<file path="src/rtl/branch_resolve_pkg.sv">
package branch_resolve_pkg;

    localparam int NUM_CREG = 5;
    localparam int SEL_W    = 3;
    localparam int UNIT_W   = 3;

    typedef enum logic [SEL_W-1:0] {
        PSEL_NONE = 3'd0,
        PSEL_A1   = 3'd1,
        PSEL_A2   = 3'd2,
        PSEL_B0   = 3'd3,
        PSEL_B1   = 3'd4,
        PSEL_B2   = 3'd5,
        PSEL_RSV6 = 3'd6,
        PSEL_RSV7 = 3'd7
    } psel_e;

    typedef enum logic [UNIT_W-1:0] {
        UNIT_L1 = 3'd0,
        UNIT_S1 = 3'd1,
        UNIT_M1 = 3'd2,
        UNIT_D1 = 3'd3,
        UNIT_L2 = 3'd4,
        UNIT_S2 = 3'd5,
        UNIT_M2 = 3'd6,
        UNIT_D2 = 3'd7
    } unit_e;

    typedef enum logic {
        BK_REL = 1'b0,
        BK_ABS = 1'b1
    } bkind_e;

    typedef struct packed {
        logic guard;
        logic illegal;
    } bdec_t;

    function automatic logic is_s_unit(unit_e u);
        return (u == UNIT_S1) || (u == UNIT_S2);
    endfunction

    function automatic logic sel_reserved(psel_e s);
        return (s == PSEL_RSV6) || (s == PSEL_RSV7);
    endfunction

endpackage

</file>
<file path="src/rtl/branch_pred_eval.sv">
module branch_pred_eval
    import branch_resolve_pkg::*;
#(
    parameter int DATA_W = 32
) (
    input  logic [NUM_CREG-1:0][DATA_W-1:0] cregs_i,
    input  psel_e                           sel_i,
    input  logic                            inv_i,
    output logic                            guard_o
);

    logic [NUM_CREG-1:0] nonzero;

    genvar g;
    generate
        for (g = 0; g < NUM_CREG; g++) begin : g_nz
            assign nonzero[g] = |cregs_i[g];
        end
    endgenerate

    always_comb begin
        unique case (sel_i)
            PSEL_NONE: guard_o = 1'b1;
            PSEL_A1:   guard_o = nonzero[0] ^ inv_i;
            PSEL_A2:   guard_o = nonzero[1] ^ inv_i;
            PSEL_B0:   guard_o = nonzero[2] ^ inv_i;
            PSEL_B1:   guard_o = nonzero[3] ^ inv_i;
            PSEL_B2:   guard_o = nonzero[4] ^ inv_i;
            default:   guard_o = 1'b0;
        endcase
    end

endmodule

</file>
<file path="src/rtl/branch_target_gen.sv">
module branch_target_gen
    import branch_resolve_pkg::*;
#(
    parameter int ADDR_W = 32,
    parameter int OFF_W  = 21
) (
    input  bkind_e             kind_i,
    input  logic [ADDR_W-1:0]  pc_i,
    input  logic [OFF_W-1:0]   offset_i,
    input  logic [ADDR_W-1:0]  reg_i,
    output logic [ADDR_W-1:0]  target_o
);

    localparam int WORD_SH = 2;
    localparam int EXT_W   = ADDR_W - OFF_W - WORD_SH;

    logic [ADDR_W-1:0] byte_disp;

    generate
        if (EXT_W > 0) begin : g_ext
            assign byte_disp = {{EXT_W{offset_i[OFF_W-1]}}, offset_i, {WORD_SH{1'b0}}};
        end else begin : g_trunc
            assign byte_disp = ADDR_W'({offset_i, {WORD_SH{1'b0}}});
        end
    endgenerate

    always_comb begin
        if (kind_i == BK_ABS) target_o = reg_i;
        else                  target_o = pc_i + byte_disp;
    end

endmodule

</file>
<file path="src/rtl/branch_legality.sv">
module branch_legality
    import branch_resolve_pkg::*;
#(
    parameter unit_e ABS_UNIT = UNIT_S2
) (
    input  bkind_e kind_i,
    input  unit_e  unit_i,
    input  psel_e  sel_i,
    output logic   illegal_o
);

    logic unit_bad;

    always_comb begin
        if (kind_i == BK_ABS) unit_bad = (unit_i != ABS_UNIT);
        else                  unit_bad = !is_s_unit(unit_i);
        illegal_o = unit_bad || sel_reserved(sel_i);
    end

endmodule

</file>
<file path="src/rtl/branch_resolve.sv">
module branch_resolve
    import branch_resolve_pkg::*;
#(
    parameter int ADDR_W = 32,
    parameter int OFF_W  = 21
) (
    input  logic              clk,
    input  logic              rst,
    input  logic              issue_valid_i,
    input  logic [ADDR_W-1:0] cond_a1_i,
    input  logic [ADDR_W-1:0] cond_a2_i,
    input  logic [ADDR_W-1:0] cond_b0_i,
    input  logic [ADDR_W-1:0] cond_b1_i,
    input  logic [ADDR_W-1:0] cond_b2_i,
    input  logic [2:0]        pred_sel_i,
    input  logic              pred_inv_i,
    input  logic              kind_abs_i,
    input  logic [2:0]        unit_i,
    input  logic [OFF_W-1:0]  offset_i,
    input  logic [ADDR_W-1:0] reg_target_i,
    input  logic [ADDR_W-1:0] pc_i,
    output logic              taken_o,
    output logic [ADDR_W-1:0] target_o,
    output logic              illegal_o
);

    logic [NUM_CREG-1:0][ADDR_W-1:0] cregs;
    psel_e             sel;
    unit_e             unit;
    bkind_e            kind;
    bdec_t             dec;
    logic [ADDR_W-1:0] tgt;

    assign cregs = {cond_b2_i, cond_b1_i, cond_b0_i, cond_a2_i, cond_a1_i};
    assign sel   = psel_e'(pred_sel_i);
    assign unit  = unit_e'(unit_i);
    assign kind  = bkind_e'(kind_abs_i);

    branch_pred_eval #(.DATA_W(ADDR_W)) u_pred (
        .cregs_i (cregs),
        .sel_i   (sel),
        .inv_i   (pred_inv_i),
        .guard_o (dec.guard)
    );

    branch_legality #(.ABS_UNIT(UNIT_S2)) u_legal (
        .kind_i    (kind),
        .unit_i    (unit),
        .sel_i     (sel),
        .illegal_o (dec.illegal)
    );

    branch_target_gen #(.ADDR_W(ADDR_W), .OFF_W(OFF_W)) u_tgt (
        .kind_i   (kind),
        .pc_i     (pc_i),
        .offset_i (offset_i),
        .reg_i    (reg_target_i),
        .target_o (tgt)
    );

    always_ff @(posedge clk) begin
        if (rst) begin
            taken_o   <= 1'b0;
            illegal_o <= 1'b0;
            target_o  <= '0;
        end else begin
            taken_o   <= issue_valid_i && !dec.illegal && dec.guard;
            illegal_o <= issue_valid_i && dec.illegal;
            target_o  <= (issue_valid_i && !dec.illegal) ? tgt : '0;
        end
    end

endmodule

</file>
<file path="config.mk">
export PLATFORM = sky130hd
export DESIGN_NAME = branch_resolve
export DESIGN_NICKNAME = d
export VERILOG_FILES = /design/src/rtl/branch_resolve_pkg.sv /design/src/rtl/branch_pred_eval.sv /design/src/rtl/branch_target_gen.sv /design/src/rtl/branch_legality.sv /design/src/rtl/branch_resolve.sv
export SDC_FILE = /design/constraint.sdc
export NUM_CORES = 1
export LEC_CHECK = 0
export ABC_AREA = 0
export CAP_MARGIN = 10
export CORE_AREA = 4 4 110 112
export DETAILED_ROUTE_END_ITERATION = 12
export DIE_AREA = 0 0 114 116
export GPL_TIMING_DRIVEN = 0
export PLACE_DENSITY = 0.86
export SYNTH_ARGS = -nofsm -noshare
export SYNTH_HDL_FRONTEND = slang
export SYNTH_SLANG_ARGS = --single-unit
</file>
<file path="constraint.sdc">
create_clock -name clk -period 7.3 [get_ports clk]
set_input_delay 2.19 -clock clk [delete_from_list [all_inputs] [get_ports clk]]
set_output_delay 2.19 -clock clk [all_outputs]
set_load 0.005 [all_outputs]
</file>
==> results of run 1 <==
-- power breakdown --
part / internal, µW / switching [µW]
combinational: 198 / 131
clock: 135 / 79.2
sequential: 190 / 1.07
total: 522 / 212
-- cell usage in the layout (no fill, tap or decap), types with 13 or more instances in the layout --
master / instances
nor2_1: 31
dfxtp_1: 34
clkdlybuf4s50_1: 288
nand2_1: 50
clkbuf_1: 13
xnor2_1: 21
ha_1: 29
nor4_1: 41
nand4_1: 16
a21oi_1: 43
o21ai_0: 28
-- worst min-delay path, delay by kind of cell --
| family | cells | cell delay (ns) |
|---|---|---|
| AOI/OAI and AO/OA | 1 | 0.05 |
| buffers and inverters | 1 | 0.40 |
| and+or+nand+nor | 1 | 0.05 |
-- routing by layer --
| metal | up-vias | global-route usage |
|---|---|---|
| met4 | 0 | 0.06255 |
| met2 | 208 | 0.3954 |
| met5 | - | 0 |
| met1 | 1986 | 0.2380 |
| met3 | 22 | 0.03812 |
| li1 | 2191 | - |
-- sequential cells by signal, indices dropped and copies added, names as in the netlist --
signal and cells:
illegal_o 1, taken_o 1, target_o 32
-- per-stage QoR --
stage | instance area (µm²) | instances | setup slack, ns
floorplan | 3134 | 420 | 3.017
global placement | 6196 | 851 | 2.180
detailed placement | 6196 | 851 | 2.175
CTS | 6344 | 859 | 2.463
global route | 6344 | 859 | 2.324
finish | 6344 | 859 | 2.438
-- worst min-delay path by stage --
stage                              end  cells past startpoint
after global routing      target_o[14]                      3
final                     target_o[24]                      3
after floorplan              illegal_o                      1
after CTS                 target_o[24]                      3
after global placement    target_o[22]                      3
after detailed placement  target_o[24]                      3
-- kinds of logic (layout without fill, tap and decap cells) --
logic type                 count (synthesis)  in the layout  synth area share
AOI/OAI and AO/OA                        126            126            0.2607
and+or+nand+nor                          170            170            0.2711
buffers and inverters                     27            323           0.03393
muxes                                      6              6           0.01956
adders and majority gates                 30             30            0.1222
DFF                                       34             34            0.2172
xor gates and xnor gates                  27             27           0.07545
-- layout make-up --
cell class              count  area, µm²  area share
multi-input cells         359       2347      0.3700
well taps                 143      178.9     0.02821
plain buffers              16      65.06     0.01026
inverters                  11      41.29    0.006509
clock buffers               7      142.6     0.02249
flip-flops and latches     34      680.7      0.1073
repair buffers            288       2883      0.4544
clock inverters             1      5.005   0.0007890
==> flow_summary.toml, run 1 <==
[run_status]
status = "completed"

[finish]
final_util = 0.5652
drive_gt1_frac = 0.02933
fill_cells = 1013
antenna_cells = 0
num-nets-final = 1001
syn2layout_area_growth_pct = 102.4

[setup_path]
path_cells = "clkdlybuf4s50_1 > ha_1 > fa_1 > a21o_1 > a221o_1 > a32oi_4 > a32oi_2 > a31oi_1 > xor2_1 > o21ai_0"
crit_fanout = 5
cp.arrival_ns = 5.00
cp.required_ns = 7.44
slowest_delay_ns = 0.45
cp.depth = 10
startpoint = "offset_i[0]"
start_kind = "input port"
crit_family = "compound AO/OA/AOI/OAI gates"
endpoint_kind = "flop"
endpoint = "target_o[30]"
cp_slowest_cell = "clkdlybuf4s50_1"
timing.critical_path.buf_inv = 1
crit_type = "in2reg"

[route]
wl_met1_um = 5773
num_vias = 4407
dr.pass1.iters = 5
top_layer = "met4"
dr.first_iter.drc_count = 232
avgRoutedWirePerCell_um = 17.75
met2WireLength_um = 7987
wl_met3_um = 1140
drc_errors = 0
ant_nets = 0
vias_per_cell = 5.130
wirelength_um = 15250

[timing]
finalCritPeriodShare = 0.6661
hold_viol_final = 0
finalSetupViolations = 0
fmax_ghz = 0.2057
slew_headroom = 0.5465
fin_crit_ns = 4.862
whs_ns = 2.464
tns_ns = 0
tightest_slew_ns = 0.6803
grt_setup_unrepaired = "no"
slew_viol_final = 0

[synthesis]
ys_seq_area_frac = 0.2172
syn-cell-area_um2 = 3134
synth_edf_count = 0
ys_top_cells_by_count = "50 x nand2_1, 43 x a21oi_1, 41 x nor4_1"
synthCells = 420
synth_top_area_frac = 0.2172
synth.area.top_cells = "dfxtp_1 22%, ha_1 12%, nor4_1 8.2%"
ys_async_sr_fraction = 0
synth.most_common_cell = "nand2_1"
synth_ff_type = "dfxtp_1"
synth_fp_nets = 706
yosys_warnings = 0
synth_top_cell_by_area = "dfxtp_1"
synth-seq-cells = 34
ys_types = 55
avgSynthCellArea_um2 = 7.463

[clock_tree]
htree_levels = 2
cts_sinks = 34
post_cts_buffers = 0
numCtsBuffers = 5
clk_root_buffer_cell = "clkbuf_16"
holdBufCountCts = 0
cts.path.max_buffers = 2
cts_resized = 0
cts.clk_slew.worst_paths_ns = 0.05
cts_tree = "done"

[global_route]
antenna_found_initial = 0
track_usage = 0.2091
grt_max_degree = 11
grt_pass1_wl_um = 22130
grt_pass1_vias = 4271
grt_remaining_overflow = 0

[worst_hold_path]
min_path_type = "in2reg"
worstHoldStart = "reg_target_i[24]"

[die]
initial_utilization = 0.2793
die_area_um2 = 13220
die_h_um = 116
io_pins = 290
die_width_um = 114
core_area_um2 = 11220
rows = 39

[power]
vdd_drop_max_uv = 92.98
p_total_uw = 734.0
power.density_nw_per_um2 = 115.7
p_leak_uw = 0.002382

[placed_design]
hpwlAfterDp_um = 13400
gp_congestion = 0.9656
port-buffer-count = 288

[flow_run]
drv_cap = 0
Note: power is estimated with default switching activity, not from simulation.
==> inputs of run 2 (changes only) <==
Settings changed: CORE_AREA 4 4 110 112 to not set, CORE_MARGIN set to 4, CORE_UTILIZATION set to 28, DIE_AREA 0 0 114 116 to not set, PLACE_DENSITY 0.86 to 0.89.
Clock period 7.3 ns to 4.3 ns, I/O delays scaled along.
==> run 2 against run 1 <==
Via count is 0.23% higher. First-iteration DRC count is 13% lower. Cell area is 0.22% lower. Sequential cell count stayed put. Highest routed layer unchanged.
==> flow_summary.toml, run 2 (synthesis results as in run 1) <==
[run_status]
status = "completed"

[placed_design]
port-buffer-count = 288
hpwlAfterDp_um = 14070
gp_congestion = 0.9651

[timing]
hold_viol_final = 0
slew_viol_final = 0
grt_setup_unrepaired = "no"
whs_ns = 1.560
finalCritPeriodShare = 0.9084
tightest_slew_ns = 0.7222
finalSetupViolations = 0
slew_headroom = 0.5185
fmax_ghz = 0.2560
tns_ns = 0
fin_crit_ns = 3.906

[route]
num_vias = 4417
vias_per_cell = 5.160
top_layer = "met4"
dr.pass1.iters = 5
ant_nets = 0
avgRoutedWirePerCell_um = 18.61
drc_errors = 0
wl_met1_um = 6002
met2WireLength_um = 8231
dr.first_iter.drc_count = 201
wirelength_um = 15930
wl_met3_um = 1252

[finish]
drive_gt1_frac = 0.03073
regMostFlops = "target_o"
antenna_cells = 0
num-nets-final = 1001
syn2layout_area_growth_pct = 102.0
largestRegisters = "target_o: 32 flops, illegal_o: 1 flops, taken_o: 1 flops"
largest_reg_flops = 32
final_cell_mix = "288 x clkdlybuf4s50_1, 50 x nand2_1, 43 x a21oi_1"
final_common_cell = "clkdlybuf4s50_1"

[power]
p_leak_uw = 0.002376
vdd_drop_max_uv = 131.6
power.density_nw_per_um2 = 196.5

[clock_tree]
numCtsBuffers = 5
clk_root_buffer_cell = "clkbuf_8"
post_cts_buffers = 0
cts_tree = "done"
cts_resized = 0
holdBufCountCts = 0
cts.path.max_buffers = 2
cts.clk_slew.worst_paths_ns = 0.08
cts_sinks = 34
htree_levels = 2

[setup_path]
cp.required_ns = 4.46
crit_type = "in2reg"
slowest_delay_ns = 0.44
endpoint_kind = "flop"
cp_slowest_cell = "clkdlybuf4s50_1"
path_cells = "clkdlybuf4s50_1 > ha_1 > fa_1 > a21o_1 > a221o_1 > a32oi_4 > a32oi_2 > a31oi_1 > xor2_1 > o21ai_0"
crit_fanout = 5
cp.arrival_ns = 4.06
start_kind = "input port"

[die]
die_area_um2 = 12950
die_width_um = 113.8
io_pins = 290
die_h_um = 113.8
rows = 38
initial_utilization = 0.2879
core_area_um2 = 10890

[global_route]
grt_pass1_vias = 4423
antenna_found_initial = 0
grt_max_degree = 13
track_usage = 0.2284
grt_pass1_wl_um = 23310
grt_remaining_overflow = 0

[flow_run]
drv_cap = 0

[worst_hold_path]
min_path_type = "in2reg"
min_path_cells = 3
==> run 2: cell count changes in the layout (fill, tap and decap cells not counted) <==
cell and change:
bufinv_16 +2, clkbuf_1 -1, clkbuf_16 -5, clkbuf_8 +4, clkinv_2 -1, clkinv_4 +1
==> run 2: final cells by class <==
cell class              count  area [µm²]
fillers                   987        4558
repair buffers            288        2883
multi-input cells         359        2347
flip-flops and latches     34       680.7
well taps                 140       175.2
clock buffers               5       68.82
clock inverters             3       68.82
plain buffers              16       65.06
inverters                  11       41.29
==> run 2: where the power goes <==
| group | internal (µW) | leakage, µW | switching, µW |
|---|---|---|---|
| clock | 232 | 0.0000683 | 126 |
| combinational | 336 | 0.00203 | 227 |
| sequential | 321 | 0.000275 | 1.62 |
| total | 890 | 0.00238 | 355 |
==> run 2: layer usage <==
metal	GRT usage	vias to the layer above
li1	-	2184
met2	0.4327	190
met1	0.2549	2017
met5	0	-
met4	0.07126	0
met3	0.04509	26
==> run 2: worst paths after layout <==
check / start / endpoint / slack [ns]
worst max-delay path: offset_i[0] / target_o[30] / 0.39
worst min-delay path: reg_target_i[10] / target_o[10] / 1.56
==> run 2: through the flow <==
stage          area [µm²]  power, µW  cells  worst slack [ns]  utilization
2_1_floorplan        3134      573.6    420            0.9166            -
3_3_place_gp         6192      876.1    848            0.1187       0.5687
3_5_place_dp         6192      885.2    848            0.1123       0.5687
4_1_cts              6330       1246    856            0.3946       0.5814
5_1_grt              6330       1309    856            0.2628       0.5814
6_report             6330       1244    856            0.3940       0.5814
==> run 2: worst max-delay path, delay by kind of cell <==
family	cells	cell delay, ns
AO/OA/AOI/OAI	6	1.50
XOR/XNOR	1	0.18
adder cells (fa/ha/maj)	2	0.65
buffers and inverters	1	0.44
==> inputs of run 3 (changes only) <==
Settings changed: CORE_AREA set to 4 4 109 111, CORE_MARGIN 4 to not set, CORE_UTILIZATION 28 to not set, DIE_AREA set to 0 0 113 115, MAX_ROUTING_LAYER set to met4, PLACE_DENSITY 0.89 to 0.87.
Clock period 4.3 ns to 4.1 ns, I/O delays scaled along.
==> run 3 against run 2 <==
Largest power group unchanged. Wire length increased by 10%. Non-clock buffer count unchanged. Sequential power grew 5%. First-iteration DRC count rose by 3.0%.
==> flow_summary.toml, run 3 (synthesis results as in run 1) <==
[clock_tree]
holdBufCountCts = 0
cts_resized = 0
cts_tree = "done"
htree_levels = 2
numCtsBuffers = 5
clk_root_buffer_cell = "clkbuf_8"
cts.clk_slew.worst_paths_ns = 0.07
cts_sinks = 34
post_cts_buffers = 0
cts.path.max_buffers = 2

[finish]
final_cell_mix = "288 x clkdlybuf4s50_1, 50 x nand2_1, 43 x a21oi_1"
largest_reg_flops = 32
num-nets-final = 1001
syn2layout_area_growth_pct = 100.6
largestRegisters = "target_o: 32 flops, illegal_o: 1 flops, taken_o: 1 flops"
drive_gt1_frac = 0.02933
regMostFlops = "target_o"
final_cell_area_um2 = 6286
final_common_cell = "clkdlybuf4s50_1"
final_cell_count_no_fill = 857

[route]
wirelength_um = 17520
ant_nets = 0
num_vias = 4493
vias_per_cell = 5.243
dr.first_iter.drc_count = 207
dr.pass1.iters = 4
avgRoutedWirePerCell_um = 20.44
drc_errors = 0

[die]
die_h_um = 115
initial_utilization = 0.2904
die_width_um = 113
io_pins = 290
die_area_um2 = 13000
rows = 38
core_area_um2 = 10790

[flow_run]
drv_cap = 0

[power]
p_leak_uw = 0.002356
p_clk_frac = 0.228
power.density_nw_per_um2 = 192.2
vdd_drop_max_uv = 115.3
power_frac_seq = 0.281
switching_power_uw = 383.2
intPower_uw = 825.2
p_total_uw = 1208
p_sw_frac = 0.3171
power_frac_comb = 0.492

[worst_hold_path]
min_path_type = "in2reg"

[global_route]
grt_pass1_wl_um = 25340
track_usage = 0.2613
grt_remaining_overflow = 0
antenna_found_initial = 0
grt_pass1_vias = 4616
grt_max_degree = 11

[timing]
whs_ns = 1.488
setup_ws_ns = 0.1821
slew_headroom = 0.5336
tightest_slew_ns = 0.6996
finalCritPeriodShare = 0.9556
fmax_ghz = 0.2552
finalSetupViolations = 0
fin_crit_ns = 3.918
grt_setup_unrepaired = "no"
hold_viol_final = 0
slew_viol_final = 0

[placed_design]
placed_cell_area_um2 = 6192
dp.cells = 848
place_ws_ns = -0.09072
gp_congestion = 1.015
hpwlAfterDp_um = 15500
port-buffer-count = 288

[run_status]
status = "completed"

[setup_path]
cp.required_ns = 4.24
startpoint = "pc_i[2]"
crit_type = "in2reg"
start_kind = "input port"
endpoint_kind = "flop"
cp.arrival_ns = 4.06
endpoint = "target_o[30]"
crit_fanout = 5
run 3: cell types whose count changed in the layout (fill, tap and decap cells not counted):
| cell | previous run | this run |
|---|---|---|
| bufinv_16 | 2 | 0 |
| clkbuf_1 | 12 | 13 |
| clkbuf_8 | 5 | 6 |
| clkinv_2 | 0 | 1 |
| clkinv_4 | 1 | 0 |
| diode_2 | 0 | 1 |
run 3: how the worst min path moves through the flow:
stage                   endpoint  slack, ns  cells past startpoint        startpoint
floorplan              illegal_o       1.31                      1               rst
global placement     target_o[6]       1.79                      3   reg_target_i[6]
detailed placement  target_o[26]       1.80                      3  reg_target_i[26]
CTS                  target_o[6]       1.49                      3   reg_target_i[6]
global route           illegal_o       1.51                      2               rst
finish              target_o[26]       1.49                      3  reg_target_i[26]
run 3: worst max-delay path, stage by stage:
cell and delay [ns]:
clkdlybuf4s50_1 0.46, ha_1 0.23, fa_1 0.41, a21o_1 0.19, a221o_1 0.41, a32oi_4 0.30, a32oi_2 0.24, a31oi_1 0.31
xor2_1 0.17, o21ai_0 0.10
run 3: final cells by class:
type	instances	area (µm²)
sequential	34	680.7
tap	140	175.2
clock buffer	7	86.33
multi-input combinational	359	2347
fill	957	4507
timing repair buffer	288	2883
buffer	16	65.06
clock inverter	1	5.005
inverter	11	41.29
antenna	1	2.502
run 3: routing by layer:
layer  global-route usage  vias up  part of all wire
li1                     -     2187                 -
met1               0.2812     2063              0.38
met2               0.4700      204              0.50
met3              0.05474       39             0.076
met4               0.1026        0             0.039
met5                    -        -                 0
run 3: power groups by stage:
| stage | Combinational [µW] | Sequential, µW | Clock, µW |
|---|---|---|---|
| floorplan | 254 | 347 | 0 |
| global placement | 578 | 347 | 0 |
| detailed placement | 587 | 347 | 0 |
| CTS | 591 | 339 | 279 |
| global route | 638 | 340 | 288 |
| finish | 594 | 339 | 275 |
run 3: stage by stage:
stage                     setup TNS, ns    util
after CTS                             0  0.5822
after global placement         -0.01219  0.5737
after global routing                  0  0.5822
after floorplan                       0       -
after detailed placement        -0.1373  0.5737
final                                 0  0.5824
